[config.mk]
export PLATFORM = sky130hd
export DESIGN_NAME = bus_xcvr_par
export DESIGN_NICKNAME = d
export VERILOG_FILES = /design/src/rtl/bus_xcvr_par.sv
export SDC_FILE = /design/constraint.sdc
export NUM_CORES = 1
export LEC_CHECK = 0
export BUFFER_PORTS_ARGS = -buffer_cell sky130_fd_sc_hd__buf_2
export CAP_MARGIN = 40
export CORE_MARGIN = 2
export CORE_UTILIZATION = 30
export DETAILED_ROUTE_END_ITERATION = 12
export GPL_TIMING_DRIVEN = 0
export SLEW_MARGIN = 20
export SYNTH_ARGS = -nofsm -noshare
export SYNTH_HDL_FRONTEND = slang
export SYNTH_SLANG_ARGS = --single-unit
export TNS_END_PERCENT = 10
[constraint.sdc]
create_clock -name clk -period 1.1 [get_ports clk]
set_clock_uncertainty 0.1 [all_clocks]
set_input_delay 0.165 -clock clk [delete_from_list [all_inputs] [get_ports clk]]
set_output_delay 0.165 -clock clk [all_outputs]
set_load 0.005 [all_outputs]
[src/rtl/bus_xcvr_par.sv]
module bus_xcvr_par #(
  parameter int W = 4
) (
  input  logic         clk,
  input  logic         rst,
  input  logic         sel,
  input  logic [W-1:0] a_word,
  input  logic [W-1:0] b_word,
  input  logic         bus_oe_n,
  input  logic         rx_le_n,
  input  logic [W-1:0] bus_in,
  output logic [W-1:0] bus_out,
  output logic         bus_oe,
  output logic [W-1:0] rx_word,
  output logic         parity
);

  logic [W-1:0] pick;
  logic [W-1:0] drv_q;
  logic [W-1:0] rx_hold;
  logic [W-1:0] rx_live;

  assign pick    = sel ? b_word : a_word;
  assign rx_live = ~bus_in;

  always_ff @(posedge clk) begin
    if (rst) drv_q <= '0;
    else     drv_q <= pick;
  end

  // Flop-plus-bypass form of a transparent-low latch: the flop tracks the
  // bus while open, the mux bypasses it so the output follows immediately.
  always_ff @(posedge clk) begin
    if (rst)          rx_hold <= '0;
    else if (!rx_le_n) rx_hold <= rx_live;
  end

  assign bus_out = ~drv_q;
  assign bus_oe  = ~bus_oe_n;
  assign rx_word = rx_le_n ? rx_hold : rx_live;
  assign parity  = bus_oe_n ? ^bus_in : ^pick;

endmodule


==> run_results.csv <==
group,metric,value,unit
clock_tree,htree_levels,1,
setup_path,crit_path_end,"parity",
clock_tree,cts_root_buf,"clkbuf_4",
setup_path,end_kind,"output pin",
routing,viasPerCell,4.27,
timing,hold_ws,0.0694,ns
hold_path,hold_start,"rst",
yosys,synth_compound_area_frac,0.0631,
pwr,cell_internal_pwr,0.537,mW
hold_path,hold_class,"in -> reg",
setup_path,regToRegEndpoint,"rx_hold[3]",
timing,setup_slack,-0.0755,ns
routing,dr.pass1.iters,4,
floorplanning,dieHeight,40.4,um
yosys,syn_nets,63,
timing,rsz0062_at_grt,"true",
setup_path,worst-setup-path-type,"in -> out",
routing,drtIter0Drc,3,
timing,post-route-min-period,1.18,ns
yosys,ys_types,11,
setup_path,worstSetupStartpoint,"b_word[3]",
yosys,synth.cell_area,397,sq um
pwr,combPwrFrac,0.264,
status,status,"finished with violations",
setup_path,required,0.83,ns
grt,grt_max_degree,9,
place,io_buffers,25,
pwr,swShare,0.246,
layout,final_common_cell,"buf_2",
pwr,clock_power_share,0.298,
clock_tree,insertion_delay,0.25,ns
timing,timing.fmax,851,MHz
routing,drc,0,
grt,use_met1,0.139,
clock_tree,postCtsSetupBuffers,0,
layout,drive_above_1_share,0.486,
setup_path,cp-start-kind,"input pin",
clock_tree,path_clk_slew,0.06,ns
layout,diodes,0,
floorplanning,placeableCoreArea,1270,sq um
job,cap_viol_max_count,0,
timing,final-hold-violation-count,0,
layout,layout_common_cells,"buf_2, dfxtp_1, inv_1, xnor2_1, mux2i_1",
layout,fillers,130,
timing,drv_slew,0,
setup_path,critPathArrivalTime,0.91,ns
place,placed_area,541,sq um
layout,stdcell_count,89,
setup_path,cp_slowest_cell,"xor2_2",
setup_path,slowest_delay,0.17,ns
setup_path,reg2reg_from,"rx_hold[3]",
grt,grt_overflow,0,
layout,area_growth,55.8,%
yosys,synthCells,46,
grt,track_usage,0.110,
clock_tree,numCtsBuffers,3,
yosys,synth-xor-area-share,0.199,
clock_tree,cts_tree,"done",
yosys,avgSynthCellArea,8.62,sq um
floorplanning,io_pins,27,
clock_tree,cts_max_path_buffers,2,
place,dp_slack,-0.0998,ns
setup_path,crit_path_cell_trace,"buf_6 > xor2_2 > xnor2_1 > mux2i_1 > o21ai_1 > buf_2",
routing,wl,812,um
timing,worstMarginPinSlew,0.163,ns
timing,max-slew-margin-rel,0.888,
setup_path,worstPathMaxFanout,2,
grt,antenna_found_initial,0,
pwr,p_seq_frac,0.439,
yosys,ys_seq_area_frac,0.404,
layout,fin_area,618,sq um
layout,post-route-util,0.487,
yosys,synth_top_family_by_area,"XOR/XNOR gates",
place,gp_congestion,0.645,
grt,grt_first_pass_wirelength,1190,um
routing,vias,380,
routing,antenna_left,0,
timing,tns,-0.0755,ns
routing,wire_per_inst,9.12,um
yosys,ys_seq_elements,8,
pwr,p_switching,0.175,mW
yosys,synth_warnings,0,
floorplanning,initial_core_util,0.313,
layout,layout.nets,93,
pwr,peakVddDrop,0.000303,V
setup_path,worst-r2r-setup-slack,0.35,ns
clock_tree,cts_sinks,8,
timing,finalSetupViolCount,1,
place,dp.cells,86,
floorplanning,rows,13,
yosys,synth_mux_area_frac,0.126,
pwr,power.leakage,0.304,nW
place,place_hpwl,645,um
pwr,powerDensity,1150,nW/um^2
yosys,yosys.area_share.simple,0.148,
clock_tree,cts_hold_buf,0,
pwr,power.total,0.713,mW
grt,top_usage_layer,"met2",
timing,finalCritPeriodShare,1.07,
grt,use_met2,0.183,
grt,use_met3,0,
setup_path,reg2reg_depth,3,
floorplanning,dieArea,1630,sq um
grt,grt_pass1_vias,296,
floorplanning,die_x,40.4,um
status,violations,"setup timing",
yosys,synth-adder-area-share,0,
## kinds of logic after synthesis
kind of cell / Yosys count
AO/OA/AOI/OAI: 5
flip-flops: 8
multiplexers: 5
AND/OR/NAND/NOR: 13
XOR/XNOR: 9
buffers and inverters: 6
## power by group through the flow
stage | Clock (mW) | Combinational [mW] | Sequential (mW)
final | 0.212 | 0.188 | 0.313
after floorplan | 0 | 0.0886 | 0.317
after CTS | 0.224 | 0.186 | 0.312
after global routing | 0.234 | 0.212 | 0.313
after global placement | 0 | 0.165 | 0.318
after detailed placement | 0 | 0.166 | 0.318
## metal layers
metal  routed length (um)  share of wire
met1                  336           0.41
met2                  449           0.55
met3                   25          0.031
met4                    0              0
met5                    0              0
## state kept, by name, summed over array words and instances, names as in the netlist
register,count
drv_q,4
rx_hold,4
## Yosys cell counts
master / count / area, sq um
inv_1: 5 / 18.8
xnor2_1: 6 / 52.6
mux2i_1: 5 / 50.1
nand2_1: 5 / 18.8
o21ai_1: 1 / 5.00
o21ai_0: 4 / 20.0
nor2_1: 4 / 15.0
dfxtp_1: 8 / 160
nor2b_1: 4 / 25.0
xor2_1: 3 / 26.3
buf_2: 1 / 5.00
## worst min path at each step
stage | depth (start not counted) | slack (ns) | end
final | 2 | 0.07 | rx_hold[0]
after global routing | 3 | 0.1 | drv_q[3]
after CTS | 3 | 0.05 | drv_q[1]
after detailed placement | 3 | 0.33 | drv_q[1]
after global placement | 3 | 0.33 | drv_q[1]
after floorplan | 1 | 0.14 | rx_hold[0]
## timing repair
item / 4_1_cts / 5_1_grt
setup endpoints to repair: 4 / 5
gates cloned: 0 / 0
resized for setup: 11 / 4
pin swaps: 6 / 0
## layout make-up
class / count / area (sq um) / area share
plain buffers: 1 / 5.00 / 0.00810
clock buffers: 3 / 22.5 / 0.0364
inverters: 5 / 18.8 / 0.0304
multi-input cells: 32 / 241 / 0.391
flip-flops and latches: 8 / 161 / 0.261
well taps: 15 / 18.8 / 0.0304
repair buffers: 25 / 150 / 0.243
## critical path, delay by kind of cell
kind,cells,cell delay (ns)
mux,1,0.10
compound gates,1,0.12
buf+inv,2,0.22
xor+xnor,2,0.31
Note: power is estimated with default switching activity, not from simulation.
